==> config.mk <==
export PLATFORM = sky130hd
export DESIGN_NAME = prog_sequencer
export DESIGN_NICKNAME = d
export VERILOG_FILES = /design/src/rtl/cseq_pkg.sv /design/src/rtl/cseq_decode.sv /design/src/rtl/cseq_info.sv /design/src/rtl/prog_sequencer.sv
export SDC_FILE = /design/constraint.sdc
export NUM_CORES = 1
export LEC_CHECK = 0
export CAP_MARGIN = 10
export CORE_ASPECT_RATIO = 0.6
export CORE_MARGIN = 8
export CORE_UTILIZATION = 60
export CTS_CLUSTER_DIAMETER = 150
export DETAILED_ROUTE_END_ITERATION = 12
export DONT_BUFFER_PORTS = 1
export GPL_ROUTABILITY_DRIVEN = 0
export PLACE_DENSITY = 0.87
export SLEW_MARGIN = 0
export SYNTH_ARGS = -nofsm -noshare
export SYNTH_HDL_FRONTEND = slang
export SYNTH_HIERARCHICAL = 1
export SYNTH_SLANG_ARGS = --single-unit
==> constraint.sdc <==
create_clock -name clk -period 4.2 [get_ports clk]
set_input_delay 0.42 -clock clk [delete_from_list [all_inputs] [get_ports clk]]
set_output_delay 0.42 -clock clk [all_outputs]
set_load 0.01 [all_outputs]
==> src/rtl/cseq_pkg.sv <==
package cseq_pkg;
    typedef enum logic [7:0] {
        OP_END  = 8'h00,
        OP_CLR  = 8'h10,
        OP_RUN  = 8'h11,
        OP_HALT = 8'h12,
        OP_DUMP = 8'h13,
        OP_MASK = 8'h14,
        OP_TICK = 8'h15,
        OP_INFO = 8'h31
    } op_e;

    typedef enum logic [2:0] {
        S_IDLE, S_FETCH, S_LATCH, S_EXEC, S_WRITE, S_FINISH, S_FAULT
    } state_e;

    localparam int INFO_LEN = 10;
    localparam logic [7:0] LAST_ADDR = 8'hFF;
endpackage

==> src/rtl/cseq_decode.sv <==
module cseq_decode
    import cseq_pkg::*;
(
    input  logic [7:0] op_i,
    output logic       known_o,
    output logic [2:0] n_opnd_o
);
    always_comb begin
        known_o  = 1'b1;
        n_opnd_o = 3'd0;
        case (op_i)
            OP_END, OP_CLR, OP_RUN, OP_HALT: n_opnd_o = 3'd0;
            OP_DUMP, OP_INFO:                n_opnd_o = 3'd1;
            OP_MASK:                         n_opnd_o = 3'd2;
            OP_TICK:                         n_opnd_o = 3'd4;
            default:                         known_o  = 1'b0;
        endcase
    end
endmodule

==> src/rtl/cseq_info.sv <==
module cseq_info #(
    parameter logic [15:0] VERSION = 16'h0100,
    parameter int          NUM_REC = 9
) (
    input  logic [7:0] idx_i,
    input  logic [7:0] timer_i,
    input  logic [7:0] rec_base_i,
    output logic [7:0] byte_o
);
    localparam logic [7:0] NREC_B = 8'(NUM_REC);

    always_comb begin
        case (idx_i)
            8'd0:    byte_o = VERSION[15:8];
            8'd1:    byte_o = VERSION[7:0];
            8'd3:    byte_o = timer_i;
            8'd4:    byte_o = NREC_B;
            8'd6:    byte_o = rec_base_i;
            default: byte_o = 8'h00;
        endcase
    end
endmodule

==> src/rtl/prog_sequencer.sv <==
module prog_sequencer
    import cseq_pkg::*;
#(
    parameter int          NUM_REC   = 9,
    parameter int          REC_BYTES = 11,
    parameter logic [15:0] VERSION   = 16'h0100
) (
    input  logic        clk,
    input  logic        rst_n,
    input  logic        start_i,
    input  logic [7:0]  start_addr_i,
    output logic        busy_o,
    output logic        done_o,
    output logic        err_o,
    output logic [7:0]  mem_addr_o,
    output logic        mem_we_o,
    output logic [7:0]  mem_wdata_o,
    input  logic [7:0]  mem_rdata_i,
    output logic        stat_clr_o,
    output logic        stat_run_o,
    output logic        stat_halt_o,
    output logic [15:0] chan_mask_o,
    output logic [7:0]  timer_o,
    output logic [7:0]  rec_idx_o,
    input  logic [7:0]  rec_byte_i
);
    localparam int         DUMP_LEN   = NUM_REC * REC_BYTES;
    localparam logic [7:0] DUMP_LEN_B = 8'(DUMP_LEN);
    localparam logic [7:0] INFO_LEN_B = 8'(INFO_LEN);

    state_e      state;
    logic [7:0]  pc, op_q, dest_q, wcnt, wlen, rec_base;
    logic [2:0]  opnd_left;
    logic [31:0] opbuf;
    logic        is_dump, done_q, err_q;
    logic [15:0] mask_q;
    logic [7:0]  timer_q;

    logic        op_known;
    logic [2:0]  op_nopnd;
    logic [7:0]  info_byte, blk_len;
    logic [8:0]  blk_end;
    logic        opcode_phase;

    cseq_decode u_dec (
        .op_i     (mem_rdata_i),
        .known_o  (op_known),
        .n_opnd_o (op_nopnd)
    );

    cseq_info #(.VERSION(VERSION), .NUM_REC(NUM_REC)) u_info (
        .idx_i      (wcnt),
        .timer_i    (timer_q),
        .rec_base_i (rec_base),
        .byte_o     (info_byte)
    );

    assign opcode_phase = (opnd_left == 3'd0);
    assign blk_len      = (op_q == OP_DUMP) ? DUMP_LEN_B : INFO_LEN_B;
    assign blk_end      = {1'b0, opbuf[7:0]} + {1'b0, blk_len};

    always_ff @(posedge clk or negedge rst_n) begin
        if (!rst_n) begin
            state     <= S_IDLE;
            pc        <= 8'h00;
            op_q      <= 8'h00;
            opnd_left <= 3'd0;
            opbuf     <= 32'h0;
            dest_q    <= 8'h00;
            wcnt      <= 8'h00;
            wlen      <= 8'h00;
            is_dump   <= 1'b0;
            mask_q    <= 16'h0;
            timer_q   <= 8'h00;
            rec_base  <= 8'h80;
            done_q    <= 1'b0;
            err_q     <= 1'b0;
        end else begin
            done_q <= 1'b0;
            unique case (state)
                S_IDLE: begin
                    if (start_i) begin
                        pc        <= start_addr_i;
                        err_q     <= 1'b0;
                        opnd_left <= 3'd0;
                        state     <= S_FETCH;
                    end
                end
                S_FETCH: begin
                    state <= (pc == LAST_ADDR) ? S_FAULT : S_LATCH;
                end
                S_LATCH: begin
                    pc <= pc + 8'd1;
                    if (opcode_phase) begin
                        op_q <= mem_rdata_i;
                        if (!op_known)                 state <= S_FAULT;
                        else if (mem_rdata_i == OP_END) state <= S_FINISH;
                        else begin
                            opnd_left <= op_nopnd;
                            state     <= S_FETCH;
                        end
                    end else begin
                        opbuf     <= {opbuf[23:0], mem_rdata_i};
                        opnd_left <= opnd_left - 3'd1;
                        state     <= (opnd_left == 3'd1) ? S_EXEC : S_FETCH;
                    end
                end
                S_EXEC: begin
                    case (op_q)
                        OP_MASK: begin
                            mask_q <= opbuf[15:0];
                            state  <= S_FETCH;
                        end
                        OP_TICK: begin
                            if (opbuf[31:24] != 8'h00) state <= S_FAULT;
                            else begin
                                timer_q <= opbuf[23:16];
                                state   <= S_FETCH;
                            end
                        end
                        OP_DUMP, OP_INFO: begin
                            if (blk_end > 9'd255) state <= S_FAULT;
                            else begin
                                dest_q  <= opbuf[7:0];
                                wcnt    <= 8'h00;
                                wlen    <= blk_len;
                                is_dump <= (op_q == OP_DUMP);
                                if (op_q == OP_DUMP) rec_base <= opbuf[7:0];
                                state   <= S_WRITE;
                            end
                        end
                        default: state <= S_FAULT;
                    endcase
                end
                S_WRITE: begin
                    wcnt <= wcnt + 8'd1;
                    if (wcnt == wlen - 8'd1) state <= S_FETCH;
                end
                S_FINISH: begin
                    done_q <= 1'b1;
                    state  <= S_IDLE;
                end
                S_FAULT: begin
                    done_q <= 1'b1;
                    err_q  <= 1'b1;
                    state  <= S_IDLE;
                end
            endcase
        end
    end

    always_comb begin
        busy_o      = (state != S_IDLE);
        done_o      = done_q;
        err_o       = err_q;
        mem_we_o    = (state == S_WRITE);
        mem_addr_o  = (state == S_WRITE) ? dest_q + wcnt : pc;
        mem_wdata_o = is_dump ? rec_byte_i : info_byte;
        rec_idx_o   = wcnt;
        stat_clr_o  = (state == S_LATCH) && opcode_phase && (mem_rdata_i == OP_CLR);
        stat_run_o  = (state == S_LATCH) && opcode_phase && (mem_rdata_i == OP_RUN);
        stat_halt_o = (state == S_LATCH) && opcode_phase && (mem_rdata_i == OP_HALT);
        chan_mask_o = mask_q;
        timer_o     = timer_q;
    end
endmodule

# ---- Yosys cells after proc, flatten, opt, wreduce, memory -nomap -nowiden
# Cells that the tools add are included.
dict set report totals {
  register_bits 113
  input_bits 27
  output_inout_bits 55
  elab_cells 111
}
dict set report op_classes {
  n_addsub 6
  n_lt_le_gt_ge 1
  n_eq_ne 29
  mux 30
  bitwise 3
  n_reduce_logical 28
}
# cell count
set op_table {}
lappend op_table {{== test 8 x 5 -> 1 bit (second input constant)} 9}
lappend op_table {{2-to-1 mux 8 bit} 5}
lappend op_table {{2-to-1 mux 3 bit} 11}
lappend op_table {{case mux 8 bit (2 select lines)} 2}
lappend op_table {{case mux 8 bit (4 select lines)} 1}
lappend op_table {{case mux 3 bit (3 select lines)} 2}
lappend op_table {{case mux 3 bit (6 select lines)} 1}
lappend op_table {{adder 8 x 1 -> 8 bit (second input constant)} 2}
lappend op_table {{== test 8 x 3 -> 1 bit (second input constant)} 2}
lappend op_table {{== test 8 x 6 -> 1 bit (second input constant)} 2}
lappend op_table {{zero test 8 bit} 2}
lappend op_table {{AND reduction 2 bit} 6}
lappend op_table {{adder 8 x 7 -> 9 bit} 1}
lappend op_table {{== test 3 bit (second input constant)} 3}
lappend op_table {{greater-than comparator 9 x 8 -> 1 bit (second input constant)} 1}
lappend op_table {{AND reduction 3 bit} 3}
lappend op_table {{adder 8 bit} 1}
lappend op_table {{== test 8 x 2 -> 1 bit (second input constant)} 1}
lappend op_table {{== test 8 bit} 1}
lappend op_table {{== test 8 bit (second input constant)} 1}
lappend op_table {{AND reduction 4 bit} 2}
lappend op_table {{nonzero test 8 bit} 1}
lappend op_table {{OR reduction 8 bit} 1}
lappend op_table {{subtractor 8 x 1 -> 8 bit (second input constant)} 1}
lappend op_table {{other kinds (17)} 35}

# ---- Logic depth before layout (Yosys ltp)
dict set report logic_depth {
  ltp_word 7
  depth_mapped 11
  ltp_nobuf 10
}

# ---- Cells and area by module
# The synthesis kept the hierarchy.
# mod instances cells_per_inst area_each_um2 seq_area_each_um2
set by_module_without_submodules {}
lappend by_module_without_submodules {prog_sequencer 1 488 5388.9 2678.8}
lappend by_module_without_submodules {cseq_info 1 26 166.4 0.0}
lappend by_module_without_submodules {cseq_decode 1 15 91.3 0.0}

# ---- Least setup slack after synthesis
# OpenSTA, ideal clock, no wires.
dict set report synth_path {
  kind {flip-flop to flip-flop}
  from {register op_q[3]}
  to {register rec_base[0]}
  setup_time_ps 125
  arrival_time_ps 2769
  t_required_ps 4075
  slack_ps 1306
  path_stages_with_launch 10
  n_path_buf 0
  synth_period_minus_slack_ps 2894
  cell_sequence {dfrtp_1 nor4b_1 and2_1 inv_1 ha_1 and3b_1 o211ai_1 o211ai_1 a211oi_2 mux2_2}
}
dict set report synth_between {
  elab_chain_cells 6
  word_cells_on_any_way 8
  cone_classes {1 x add/sub; 1 x order compare; 2 x eq/ne; 1 x mux; 1 x bitwise; 2 x reduce/logical}
}
# item line_no
set synth_rtl {}
lappend synth_rtl {{start: declaration} prog_sequencer.sv:32} ;# logic [7:0] pc, op_q, dest_q, wcnt, wlen, rec_base;
lappend synth_rtl {{start signal: assignment} prog_sequencer.sv:95} ;# op_q <= mem_rdata_i;
lappend synth_rtl {{== test 8 x 5 -> 1 bit} prog_sequencer.sv:59} ;# assign blk_len = (op_q == OP_DUMP) ? DUMP_LEN_B : INFO_LEN_B;
lappend synth_rtl {{2-to-1 mux 7 bit} prog_sequencer.sv:59}
lappend synth_rtl {{net blk_len[0]} prog_sequencer.sv:41} ;# logic [7:0] info_byte, blk_len;
lappend synth_rtl {{adder 8 x 7 -> 9 bit} prog_sequencer.sv:60} ;# assign blk_end = {1'b0, opbuf[7:0]} + {1'b0, blk_len};
lappend synth_rtl {{greater-than comparator 9 x 8 -> 1 bit} prog_sequencer.sv:122} ;# if (blk_end > 9'd255) state <= S_FAULT;
lappend synth_rtl {{NOT 1 bit (no source line)} -}
lappend synth_rtl {{AND reduction 4 bit (no source line)} -}
lappend synth_rtl {{end signal: assignment} prog_sequencer.sv:128} ;# if (op_q == OP_DUMP) rec_base <= opbuf[7:0];
lappend synth_rtl {{end: declaration} prog_sequencer.sv:32}
# The timed path passes the listed nets, and every way through them passes these cells.
# A chain may end at the register's enable or synchronous reset.

# ---- Worst setup path in the final report
dict set report layout_path {
  from {register op_q[5]}
  to {register rec_base[6]}
}
# The elaborated chain is that of the path after synthesis.

==> results.md <==
- Outcome: finished with violations
- Failing checks: hold timing
- Worst ir drop on vdd: 0.000506 V
- Vias in the first global route: 4,011
- Syn Std Cell Area: 5650 um^2
- Leak Pwr: 2.75 nW
- Flop2flop setup slack: 0.77 ns
- Synth top cells by count: dfrtp_1 (106), mux2_2 (75), nand2_1 (58), nor2_1 (38), o21ai_0 (25)
- Min Tclk post-route: 3.43 ns
- Reg2reg start: op_q[5]$_DFFE_PN0P_
- #FFs+latches synth: 107
- Worst-margin pin slew: 0.939 ns
- Crit-path slowest cell: a211oi_2
- Util after Layout: 66.4%
- Worst Slack Setup Final: 0.772 ns
- Sequential-to-total area share from yosys stat: 47.4%
- CP endpoint kind: flop
- Post-Layout Cell Count: 661
- First-pass GRT wire length: 21,600 um
- Maximum number of pins on one net before global-route repair: 108
- WL/cell: 20.1 um
- Power density over the cells: 652 nW/um^2
- Sink Count: 107
- Post-CTS sizing: 0
- Slew headroom: 37.3%
- Global Route Usage Sum: 21.1%
- Worst setup path class: reg -> reg
- Vias per inst: 6.15
- Row count: 27
- Setup Fix Bufs, Post-CTS: 0
- Post-Syn Area per Cell: 10.7 um^2
- Die Y: 91.1 um
- Fin crit share: 81.6%
- Largest cells by area after synthesis: dfrtp_1 (47%), mux2_2 (15%), ha_1 (4.0%)
- Antenna-violating nets left: 0
- Most common cell in the netlist: dfrtp_1
- Count of pins over their slew limit: 0
- Max Freq: 292 MHz
- Reg clk slew, reported paths: 0.07 ns
- TritonRoute pass-1 iters: 5
- Fill count: 690
- Worst Path Arrival: 3.66 ns
- CTS tree: yes
- Routed WL: 13,300 um
- Gr ovfl total: 0
- Reg2reg end: rec_base[6]$_DFFE_PN0P_
- Initial core utilization: 61.7%
- RSZ-0062 raised after global routing: no
- Hold Fails Final Rpt: 4
- Synthesis Warnings: 6
- Yosys top cell by area: dfrtp_1
- Number of hold buffers added after cts: 1
- Req. time, crit path: 4.43 ns
- DIE AREA: 12,900 um^2
- H-tree Lvls: 3
- Cell Chain, Critical Path: nor4bb_1, and2_1, inv_1, ha_1, and3b_1, o211ai_1, o211ai_1, a211oi_2, mux2_2
- Worst r2r path cells: 9
- Hold WS: -0.00636 ns
- CTS Buffer Depth: 2
- Clock root cell: clkbuf_16
- Post-synth cell types: 65
- Min-Delay Path Class: in -> async
- Total CTS buffers: 9
- Drt first-iter violations: 278
- Port Buffers: 0
- Initial antenna violation count: 0
- Post-Syn Instances: 529
- Core box area: 9160 um^2
- Pre-CTS setup slack: 0.847 ns
- MaxCap Viol Count: 0
- # setup viols final: 0
- Crit path max fanout: 8
- Primary FF master, synth: dfrtp_1
- CP startpoint kind: flop
- Layout cells sized above 1: 21.3%
- Vias: 4,062
- Fin Setup TNS: 0 ns
- I/O pin count: 82
- Ys async rst share: 100%
- # diodes: 0
- Die Wd: 141 um
- Syn nets: 575
- Post-synth top area share: 47.0%
- Final Skew: 0.00764 ns
- Worst skew pair latency: 0.35 ns
- Most common cell on crit path: o211ai_1
- # DRC: 0
- Post-synth EDFFs: 0
- Placed cells: 644
- HPWL after DPL: 9690 um
- Fin nets: 572
- Area delta synth->final: 7.62%
- CP peak stage delay: 0.69 ns
routing by layer:
metal,part of all wire [%],global-route usage [%],up-vias
met5,0,0,-
met4,1.2,5.52,0
met3,11,7.37,12
met2,44,30.6,172
met1,44,29.5,2014
li1,-,-,1864
metrics by stage:
step | hold slack, ns | power, W | instance area [um^2]
finish | -0.00636 | 0.00396 | 6080
global route | 0.0345 | 0.00421 | 6080
CTS | 0.0285 | 0.00397 | 6080
detailed placement | 0.128 | 0.00303 | 5730
global placement | 0.128 | 0.00293 | 5730
floorplan | 0.124 | 0.00269 | 5650
state kept, by name, summed over array words and instances, names as in the netlist, 3 cells and up:
register,cells
opbuf,32
op_q,8
pc,8
wlen,3
opnd_left,3
rec_base,8
state,3
chan_mask_o,16
rec_idx_o,8
timer_o,8
dest_q,8
cell type report:
cell class	instances	area, um^2	share of cell area [%]
Sequential cell	107	2680	44.1
Multi-Input combinational cell	381	2780	45.7
Clock buffer	10	229	3.77
Tap cell	130	163	2.68
Timing Repair Buffer	4	50.0	0.824
Inverter	23	86.3	1.42
Clock inverter	6	95.1	1.56
cells by family after synthesis:
family	after synthesis	synth area share [%]
flops	107	47.4
mux	77	15.3
simple gates	183	17.3
xor+xnor	17	2.64
fa+ha+maj	19	4.34
compound gates	85	9.57
buf+inv	41	3.41
worst max path at each step:
stage,start,endpoint,slack (ns)
floorplan,op_q[3]$_DFFE_PN0P_,rec_base[0]$_DFFE_PN0P_,1.31
global placement,op_q[3]$_DFFE_PN0P_,rec_base[2]$_DFFE_PN0P_,1.08
detailed placement,op_q[5]$_DFFE_PN0P_,rec_base[6]$_DFFE_PN0P_,0.85
CTS,op_q[5]$_DFFE_PN0P_,rec_base[6]$_DFFE_PN0P_,0.80
global route,op_q[5]$_DFFE_PN0P_,rec_base[6]$_DFFE_PN0P_,0.54
finish,op_q[5]$_DFFE_PN0P_,rec_base[6]$_DFFE_PN0P_,0.77
placed cells by master (no fill, tap or decap), types with 6 or more instances in the layout:
cell         n
nand2b_1     9
nand2_1     58
clkbuf_16    9
a22oi_1      6
nor3_1       9
ha_1        18
mux2_2      75
xor2_1       9
nor2_1      38
xnor2_1      8
a21oi_1     22
dfrtp_1    106
nand3_1     13
inv_1       23
o21ai_0     25
power by group:
group          internal, W  switching, W
sequential         0.00136      0.000435
clock             0.000529      0.000382
combinational     0.000584      0.000674
total              0.00247       0.00149
worst max-delay path: cells and delay by family, from the launching register on:
kind / cells / cell delay, ns
multiplexers: 1 / 0.43
AND/OR/NAND/NOR: 3 / 0.99
buffers and inverters: 1 / 0.09
AO/OA/AOI/OAI: 3 / 1.11
adder cells (fa/ha/maj): 1 / 0.27
flip-flops: 1 / 0.44
Note: power is estimated with default switching activity, not from simulation.
